**src/rtl/ebm_pkg.sv**
```systemverilog
package ebm_pkg;
  typedef enum logic [2:0] {
    ST_IDLE = 3'd0,
    ST_ADDR = 3'd1,
    ST_DATA = 3'd2,
    ST_HOLD = 3'd3,
    ST_END  = 3'd4,
    ST_TURN = 3'd5
  } ebm_state_t;
endpackage

```
**src/rtl/ebm_ack_gen.sv**
```systemverilog
module ebm_ack_gen #(
  parameter int WAIT_W      = 4,
  parameter int TIMEOUT_CYC = 32
) (
  input  logic              clk,
  input  logic              rst,
  input  logic              in_data,
  input  logic              auto_en,
  input  logic [WAIT_W-1:0] wait_n,
  input  logic              ta_n,
  output logic              ack,
  output logic              timeout
);
  localparam int WMAX = 1 << WAIT_W;
  localparam int LIM  = (TIMEOUT_CYC > WMAX) ? TIMEOUT_CYC : WMAX;
  localparam int CW   = $clog2(LIM + 1);

  logic [CW-1:0] dcnt;

  // data-phase cycle index, restarts whenever the data phase is left
  always_ff @(posedge clk) begin
    if (rst || !in_data) dcnt <= '0;
    else if (dcnt != CW'(LIM)) dcnt <= dcnt + 1'b1;
  end

  assign ack = in_data && (auto_en ? (dcnt == CW'(wait_n)) : !ta_n);

  generate
    if (TIMEOUT_CYC > 0) begin : g_to
      assign timeout = in_data && !ack && (dcnt == CW'(TIMEOUT_CYC - 1));
    end else begin : g_no_to
      assign timeout = 1'b0;
    end
  endgenerate
endmodule

```
**src/rtl/ebm_seq.sv**
```systemverilog
module ebm_seq
  import ebm_pkg::*;
#(
  parameter int TURN_CYC = 2
) (
  input  logic       clk,
  input  logic       rst,
  input  logic       req,
  input  logic       wr_in,
  input  logic       ack,
  input  logic       timeout,
  output ebm_state_t state,
  output ebm_state_t nxt,
  output logic       wr_q
);
  localparam int TCW = $clog2(TURN_CYC + 1);

  logic [TCW-1:0] tcnt;

  always_comb begin
    nxt = state;
    unique case (state)
      ST_IDLE: if (req) nxt = ST_ADDR;
      ST_ADDR: nxt = ST_DATA;
      ST_DATA: if (ack || timeout) nxt = ST_HOLD;
      ST_HOLD: nxt = ST_END;
      ST_END:  nxt = wr_q ? ST_IDLE : ST_TURN;
      ST_TURN: if (tcnt == TCW'(TURN_CYC - 1)) nxt = ST_IDLE;
      default: nxt = ST_IDLE;
    endcase
  end

  always_ff @(posedge clk) begin
    if (rst) begin
      state <= ST_IDLE;
      wr_q  <= 1'b0;
      tcnt  <= '0;
    end else begin
      state <= nxt;
      if (state == ST_IDLE && req) wr_q <= wr_in;
      if (state == ST_TURN) tcnt <= tcnt + 1'b1;
      else tcnt <= '0;
    end
  end
endmodule

```
**src/rtl/ebm_pins.sv**
```systemverilog
module ebm_pins
  import ebm_pkg::*;
#(
  parameter int AW = 23,
  parameter int DW = 16
) (
  input  logic          clk,
  input  logic          rst,
  input  ebm_state_t    state,
  input  ebm_state_t    nxt,
  input  logic          wr_q,
  input  logic          host_wr,
  input  logic [AW-1:0] host_addr,
  input  logic [DW-1:0] host_wdata,
  input  logic          ack,
  input  logic          timeout,
  input  logic [DW-1:0] bus_d_in,
  output logic [AW-1:0] bus_addr,
  output logic          bus_adr_oe,
  output logic          bus_rw_n,
  output logic          bus_cs_n,
  output logic          bus_oe_n,
  output logic [DW-1:0] bus_d_out,
  output logic          bus_d_oe,
  output logic          host_ready,
  output logic          host_done,
  output logic [DW-1:0] host_rdata,
  output logic          host_err
);
  logic accept, nxt_active, wr_eff;
  logic cs_q, oe_q, kill_q;

  assign accept     = (state == ST_IDLE) && (nxt == ST_ADDR);
  assign nxt_active = (nxt == ST_ADDR) || (nxt == ST_DATA) ||
                      (nxt == ST_HOLD) || (nxt == ST_END);
  assign wr_eff     = (state == ST_IDLE) ? host_wr : wr_q;

  always_ff @(posedge clk) begin
    if (rst) begin
      bus_addr   <= '0;
      bus_d_out  <= '0;
      bus_adr_oe <= 1'b0;
      bus_rw_n   <= 1'b1;
      cs_q       <= 1'b1;
      oe_q       <= 1'b1;
      bus_d_oe   <= 1'b0;
      host_ready <= 1'b1;
      host_done  <= 1'b0;
      host_rdata <= '0;
      host_err   <= 1'b0;
    end else begin
      if (accept) begin
        bus_addr  <= host_addr;
        bus_d_out <= host_wdata;
        host_err  <= 1'b0;
      end
      bus_adr_oe <= nxt_active;
      bus_rw_n   <= !(nxt_active && wr_eff);
      cs_q       <= !nxt_active;
      oe_q       <= !(nxt_active && !wr_eff);
      bus_d_oe   <= nxt_active && wr_eff;
      host_ready <= (nxt == ST_IDLE);
      host_done  <= (state == ST_END);
      if (state == ST_DATA && ack && !wr_q) host_rdata <= bus_d_in;
      if (state == ST_DATA && timeout) host_err <= 1'b1;
    end
  end

  // half-cycle early release of select and output enable in the final state
  always_ff @(negedge clk) begin
    if (rst) kill_q <= 1'b0;
    else kill_q <= (state == ST_END);
  end

  assign bus_cs_n = cs_q | kill_q;
  assign bus_oe_n = oe_q | kill_q;
endmodule

```
**src/rtl/ext_bus_master.sv**
```systemverilog
module ext_bus_master
  import ebm_pkg::*;
#(
  parameter int AW          = 23,
  parameter int DW          = 16,
  parameter int WAIT_W      = 4,
  parameter int TIMEOUT_CYC = 32,
  parameter int TURN_CYC    = 2
) (
  input  logic              clk,
  input  logic              rst,
  input  logic              host_req,
  input  logic              host_wr,
  input  logic [AW-1:0]     host_addr,
  input  logic [DW-1:0]     host_wdata,
  output logic              host_ready,
  output logic              host_done,
  output logic [DW-1:0]     host_rdata,
  output logic              host_err,
  input  logic              cfg_auto_ack,
  input  logic [WAIT_W-1:0] cfg_wait,
  output logic [AW-1:0]     bus_addr,
  output logic              bus_adr_oe,
  output logic              bus_rw_n,
  output logic              bus_cs_n,
  output logic              bus_oe_n,
  output logic [DW-1:0]     bus_d_out,
  output logic              bus_d_oe,
  input  logic [DW-1:0]     bus_d_in,
  input  logic              bus_ta_n
);
  ebm_state_t state, nxt;
  logic wr_q, ack, timeout, in_data;

  assign in_data = (state == ST_DATA);

  ebm_ack_gen #(.WAIT_W(WAIT_W), .TIMEOUT_CYC(TIMEOUT_CYC)) u_ack (
    .clk(clk), .rst(rst), .in_data(in_data), .auto_en(cfg_auto_ack),
    .wait_n(cfg_wait), .ta_n(bus_ta_n), .ack(ack), .timeout(timeout)
  );

  ebm_seq #(.TURN_CYC(TURN_CYC)) u_seq (
    .clk(clk), .rst(rst), .req(host_req), .wr_in(host_wr), .ack(ack),
    .timeout(timeout), .state(state), .nxt(nxt), .wr_q(wr_q)
  );

  ebm_pins #(.AW(AW), .DW(DW)) u_pins (
    .clk(clk), .rst(rst), .state(state), .nxt(nxt), .wr_q(wr_q),
    .host_wr(host_wr), .host_addr(host_addr), .host_wdata(host_wdata),
    .ack(ack), .timeout(timeout), .bus_d_in(bus_d_in),
    .bus_addr(bus_addr), .bus_adr_oe(bus_adr_oe), .bus_rw_n(bus_rw_n),
    .bus_cs_n(bus_cs_n), .bus_oe_n(bus_oe_n), .bus_d_out(bus_d_out),
    .bus_d_oe(bus_d_oe), .host_ready(host_ready), .host_done(host_done),
    .host_rdata(host_rdata), .host_err(host_err)
  );
endmodule

```
**config.mk**
```make
export PLATFORM = sky130hd
export DESIGN_NAME = ext_bus_master
export DESIGN_NICKNAME = d
export VERILOG_FILES = /design/src/rtl/ebm_pkg.sv /design/src/rtl/ebm_ack_gen.sv /design/src/rtl/ebm_seq.sv /design/src/rtl/ebm_pins.sv /design/src/rtl/ext_bus_master.sv
export SDC_FILE = /design/constraint.sdc
export NUM_CORES = 1
export LEC_CHECK = 0
export BUFFER_PORTS_ARGS = -buffer_cell sky130_fd_sc_hd__buf_4
export CORE_ASPECT_RATIO = 0.7
export CORE_UTILIZATION = 44
export CTS_CLUSTER_SIZE = 24
export DETAILED_ROUTE_END_ITERATION = 10
export GPL_TIMING_DRIVEN = 1
export PLACE_DENSITY = 0.75
export SLEW_MARGIN = 20
export SYNTH_ARGS = -nofsm -noshare
export SYNTH_HDL_FRONTEND = slang
export SYNTH_SLANG_ARGS = --single-unit
```
**constraint.sdc**
```tcl
create_clock -name clk -period 1.85 [get_ports clk]
set_input_delay 0.2775 -clock clk [delete_from_list [all_inputs] [get_ports clk]]
set_output_delay 0.2775 -clock clk [all_outputs]
set_load 0.03 [all_outputs]
```
## After elaboration in Yosys (flattened, before gate mapping)

Cells that the tools add are included.

- Reduce and logical (&&, ||, !) cells: 27
- Muxes and demuxes: 10
- Eq/ne operators: 13
- Add/sub/neg operators: 2
- Bitwise gates (word level): 3

Operators with widths:

| cell | number |
|---|---|
| $pmux W3 S6 | 1 |
| $eq A3 B2 Y1 const B | 4 |
| $mux W3 | 4 |
| $logic_and A1 B1 Y1 | 10 |
| $eq A3 B3 Y1 const B | 3 |
| $logic_not A1 Y1 | 8 |
| $add A6 B1 Y6 const B | 1 |
| $eq A3 B1 Y1 const B | 2 |
| $eq A6 B4 Y1 | 1 |
| $eq A6 B5 Y1 const B | 1 |
| $logic_not A3 Y1 | 2 |
| $ne A6 B6 Y1 const B | 1 |
| $logic_or A1 B1 Y1 | 5 |
| $mux W1 | 5 |
| $add A2 B1 Y2 const B | 1 |
| $eq A2 B1 Y1 const B | 1 |
| $or A1 B1 Y1 | 2 |
| $reduce_bool A2 Y1 | 1 |
| $reduce_or A2 Y1 | 1 |
| $not A1 Y1 | 1 |

- Output and inout port bits: 63
- Input port bits: 65
- Word-level logic and storage cells: 71
- Flip-flop bits (word level): 76

## Logic depth before layout (Yosys ltp)

- Depth after elaboration: 15
- Mapped depth: 7
- Depth with buffers taken out: 6

## Cells and area by module

A second synthesis with hierarchy kept.

- Cells, all modules: 342
- Area total of the unflattened synthesis: 3447.1 um2

By module, submodules not included:

| module | area each (um2) | times used | seq. area each (um2) | cells each |
|---|---|---|---|---|
| ebm_pins | 2811.4 | 1 | 1281.2 | 269 |
| ebm_ack_gen | 357.8 | 1 | 120.1 | 44 |
| ebm_seq | 265.3 | 1 | 120.1 | 28 |
| ext_bus_master | 12.5 | 1 | 0.0 | 1 |

==> results.md <==
- The synthesized design contains 0 enable-type register cells.
- The number of warnings issued by yosys is 0.
- The number of violations of the max-capacitance limit is 0.
- The number of different library cells in the post-synthesis netlist is 35.
- Dividing total power by cell area gives a power density of 921 nW/um^2.
- The number of antenna violations at the first check in global routing was 0.
- The static leakage is roughly 1.8 nW.
- In this run, the number of DRC markers left after iteration 0 of detailed routing was 100.
- The cell-internal power is 2.74 mW.
- The path class of the tightest hold or removal check is input port to register.
- The floorplan step defined a die boundary enclosing ~7200 um^2.
- Of the total power, the clock network draws 0.316.
- The count of final hold-check violations is 0.
- The area of the mapped netlist is 3010 um^2.
- The TritonCTS sink count is 76.
- On the worst path, the slowest cell contributes a delay of 0.31 ns.
- Global routing finished with a remaining overflow of 0.
- The logic gate share of total power is 0.221.
- The layout overhead on the synthesized area is 41.0%.
- Summing all placed instances gives a cell area of 4030 um^2.
- The H-tree generated during clock tree synthesis spans 3 levels.
- The number of buffers and inverters on the critical path is 1.
- The design draws 3.90 mW.
- The dominant delay contributor by cell family on the critical path is flip-flops.
- In this run the power spent charging and discharging nets is 1.16 mW.
- The initial utilization of the core area, before any placement, comes to 0.470.
- The finished cells cover approximately 4200 um^2.
- The finished layout holds 561 standard cells, fillers aside.
- The sequential share of power is 0.463.
- The detail route stage leaves a number of antenna-violating nets equal to 0.
- The launch point of the worst hold path is rst.
- The maximum buffer depth of the clock tree is 2.
- The accumulated negative setup slack is -0.773 ns.
- Using the TritonRoute via totals, the vias-per-cell ratio works out to between 4 and 5.
- The congestion estimate from routability-driven global placement came to 0.790.
- The first global-routing pass estimated between 10000 and 15000 um of wire.
- The share of synthesized area in the top cell type comes to 0.506.
- Of the total power, the share spent switching nets is 0.298.
- The number of slew-limit violations in the final report is 0.
- Among all flip-flop cells after synthesis, the most frequent one is sky130_fd_sc_hd__dfxtp_1.
- The total vias in the final route is between 2k and 3k.
- The number of optimization iterations in the first detailed-route pass is 4.
- The HPWL after detailed placement is 4750 um.
- Setup repair after global routing could not meet its margin everywhere.
- The later pin in the worst-skew pair is clocked with a latency of 0.37 ns.
- Walking the worst path, the cells encountered are or2_4 -> buf_6.
- Data on the critical path arrives at its endpoint at slightly below 2 ns.
- The first element of the critical path is u_pins.kill_q.
- The total detailed-routing wirelength is 6820 um.
- The tree is rooted in a sky130_fd_sc_hd__clkbuf_8.
- The count of buffers from port buffering is 127.
- The vertical die dimension is 71.1 um.
- The setup violation total in the final timing report is 2.
- The average routed wire per standard cell is roughly 12 um.
- The proportion of synthesized chip area in sequential cells is 0.506.
- The async set-reset flop share out of synthesis is 0.
- The pin count of the biggest net entering global routing is 81.
- The via count of the first global-routing pass is roughly 2.4k.
- The max-slew headroom at the worst pin is 0.530.
- sky130_fd_sc_hd__dfxtp_1 takes more of the synthesized area than any other cell.
- IR analysis of the VDD net gives a maximum drop of 0.000434 V.
- After synthesis the netlist holds a flip-flop and latch count of 76.
- Of the cells placed in the final design, the portion with a size suffix greater than 1 is 0.332.
- The number of core rows is 24.
- The cell count after synthesis is 343.
- The total of fill cells in the finished design is 529.
- In the final design database the tool counted 533 nets.
- The total global-route track usage is 0.196.
- The number of buffers inserted during clock tree synthesis is 9.
- By startpoint and endpoint, the worst setup path is classified as register to output port.
- The number of antenna diodes in the final layout is 0.
- STA classifies the critical path endpoint as an output port.
- The startpoint identified for the worst register-to-register timing path is u_seq.state[0].
- In this run the horizontal extent of the chip is about 100 um.
- For this run, design rule violations remaining after detail routing come to 0.
- In this run the count of I/O pins placed on the die edge is 128.
- The flow ran to the end, but the final reports show violations.
- Data on the critical path is required at its endpoint by 1.57 ns.
- The core footprint is 6400 um^2.
- At the pin with the least slew margin, the transition time is 0.704 ns.
- The worst setup path is launched from a register.
- The number of placed instances, taps included is 545.
- The cell with the largest stage delay on the worst path is sky130_fd_sc_hd__dfxtp_2.
- The clock skew is 0.0348 ns.
- Sorting the synthesized cells by area gives the leading types as sky130_fd_sc_hd__dfxtp_1, sky130_fd_sc_hd__nand2_1, sky130_fd_sc_hd__nand2b_1, sky130_fd_sc_hd__a21oi_1, sky130_fd_sc_hd__mux2i_1.
- The clock transition time at the flip-flop clock pins of the worst setup and hold paths is ~0.070 ns.
- Hold timing on the final database bottoms out at a slack of 0.123 ns.
- The TritonCTS clock tree is done.
- The final reports fail on setup timing.
- Synthesis produced a netlist with a net count of 411.
- The post-synthesis area per instance is 8.76 um^2.
- For flop-to-flop paths, the worst setup slack is roughly 0.14 ns.
- The maximum fanout along the worst path is 2.
- The slack of the critical path is -0.388 ns.
power groups by stage:
stage	clock network (mW)	logic [mW]	registers [mW]
6_report	1.23	0.864	1.81
5_1_grt	1.34	0.938	1.82
4_1_cts	1.27	0.872	1.81
3_5_place_dp	0.00677	0.863	1.85
3_3_place_gp	0.00677	0.847	1.84
2_1_floorplan	0.00677	0.338	2.03
path summary, 6_finish.rpt:
check | to | cells after the start
min reg2reg | u_seq.tcnt[0] | 1
max | bus_cs_n | 2
max reg2reg | u_pins.kill_q | 1
min | u_pins.host_done | 2
area by class of cell:
class | instances | area [um^2] | area share
clock buffers | 10 | 128 | 0.0301
clock inverters | 7 | 68.8 | 0.0162
inverters | 6 | 22.5 | 0.00531
multi-input cells | 236 | 1340 | 0.316
flip-flops and latches | 76 | 1520 | 0.359
well taps | 91 | 114 | 0.0269
repair buffers | 135 | 1050 | 0.247
state kept, by name, indices dropped and copies added (netlist names), 2 cells and up:
name               flops
u_ack.dcnt             6
u_pins.bus_d_out      16
u_seq.state            3
u_pins.bus_addr       23
u_pins.host_rdata     16
u_seq.tcnt             2
cell usage after synthesis, drive strengths merged (2+ instances only):
cell type / n
and2: 2
or2: 2
a21oi: 43
o22a: 2
nor3b: 2
clkbuf: 16
mux2i: 19
nor4b: 3
inv: 7
buf: 8
nand3: 3
xnor2: 4
nand2b: 35
xor2: 6
nor2: 10
nand2: 87
ha: 3
nor3: 6
dfxtp: 76
kinds of logic (layout without fill, tap and decap cells):
| logic type | Yosys count | count (layout) | share of synthesized area |
|---|---|---|---|
| simple gates | 153 | 153 | 0.244 |
| flops | 76 | 76 | 0.506 |
| compound gates | 51 | 51 | 0.0928 |
| buf+inv | 31 | 158 | 0.0525 |
| mux | 19 | 19 | 0.0633 |
| xor+xnor | 10 | 10 | 0.0291 |
| fa+ha+maj | 3 | 3 | 0.0125 |
what timing repair did:
action | 4_1_cts | 5_1_grt
resized for setup | 5 | 0
endpoints found under the hold margin | 0 | 0
cloned | 0 | 0
setup buffers | 0 | 0
pin swaps | 2 | 0
setup endpoints to repair | 2 | 2
hold buffers | 0 | 0
per-stage QoR:
step	setup slack, ns	utilization
CTS	-0.404	0.663
global route	-0.431	0.663
detailed placement	-0.0867	0.630
global placement	-0.0800	0.630
finish	-0.388	0.663
floorplan	-0.00113	-
placed cells by master, fill, tap and decap left out:
cell type,instances
sky130_fd_sc_hd__clkinv_2,1
sky130_fd_sc_hd__xnor2_1,4
sky130_fd_sc_hd__clkbuf_1,1
sky130_fd_sc_hd__nor3_1,6
sky130_fd_sc_hd__nor3b_1,2
sky130_fd_sc_hd__nand2_1,87
sky130_fd_sc_hd__nand4bb_1,1
sky130_fd_sc_hd__ha_1,3
sky130_fd_sc_hd__nand2b_1,35
sky130_fd_sc_hd__inv_1,7
sky130_fd_sc_hd__nor4b_2,3
sky130_fd_sc_hd__a21oi_1,43
sky130_fd_sc_hd__a31o_1,1
sky130_fd_sc_hd__bufinv_16,1
sky130_fd_sc_hd__dfxtp_1,75
sky130_fd_sc_hd__nand3b_1,1
sky130_fd_sc_hd__o22a_1,2
sky130_fd_sc_hd__buf_6,2
sky130_fd_sc_hd__or2_4,2
sky130_fd_sc_hd__o31a_1,1
sky130_fd_sc_hd__dfxtp_2,1
sky130_fd_sc_hd__clkbuf_8,9
sky130_fd_sc_hd__o21ai_0,1
sky130_fd_sc_hd__nand3_1,3
sky130_fd_sc_hd__o32ai_1,1
sky130_fd_sc_hd__nor2_1,10
sky130_fd_sc_hd__clkinvlp_4,4
sky130_fd_sc_hd__xor2_1,6
sky130_fd_sc_hd__nor4_1,1
sky130_fd_sc_hd__mux2i_1,19
sky130_fd_sc_hd__a211oi_1,1
sky130_fd_sc_hd__and2_1,2
sky130_fd_sc_hd__buf_4,131
sky130_fd_sc_hd__buf_12,2
sky130_fd_sc_hd__o211ai_1,1
metal layers:
metal | vias to the layer above | part of all wire | GRT usage
met2 | 68 | 0.47 | 0.310
met3 | 7 | 0.059 | 0.0741
met4 | 0 | 0.012 | 0.0725
met1 | 1164 | 0.46 | 0.246
li1 | 1354 | - | -
met5 | - | 0 | 0
Power figures use the tool's default switching activity.
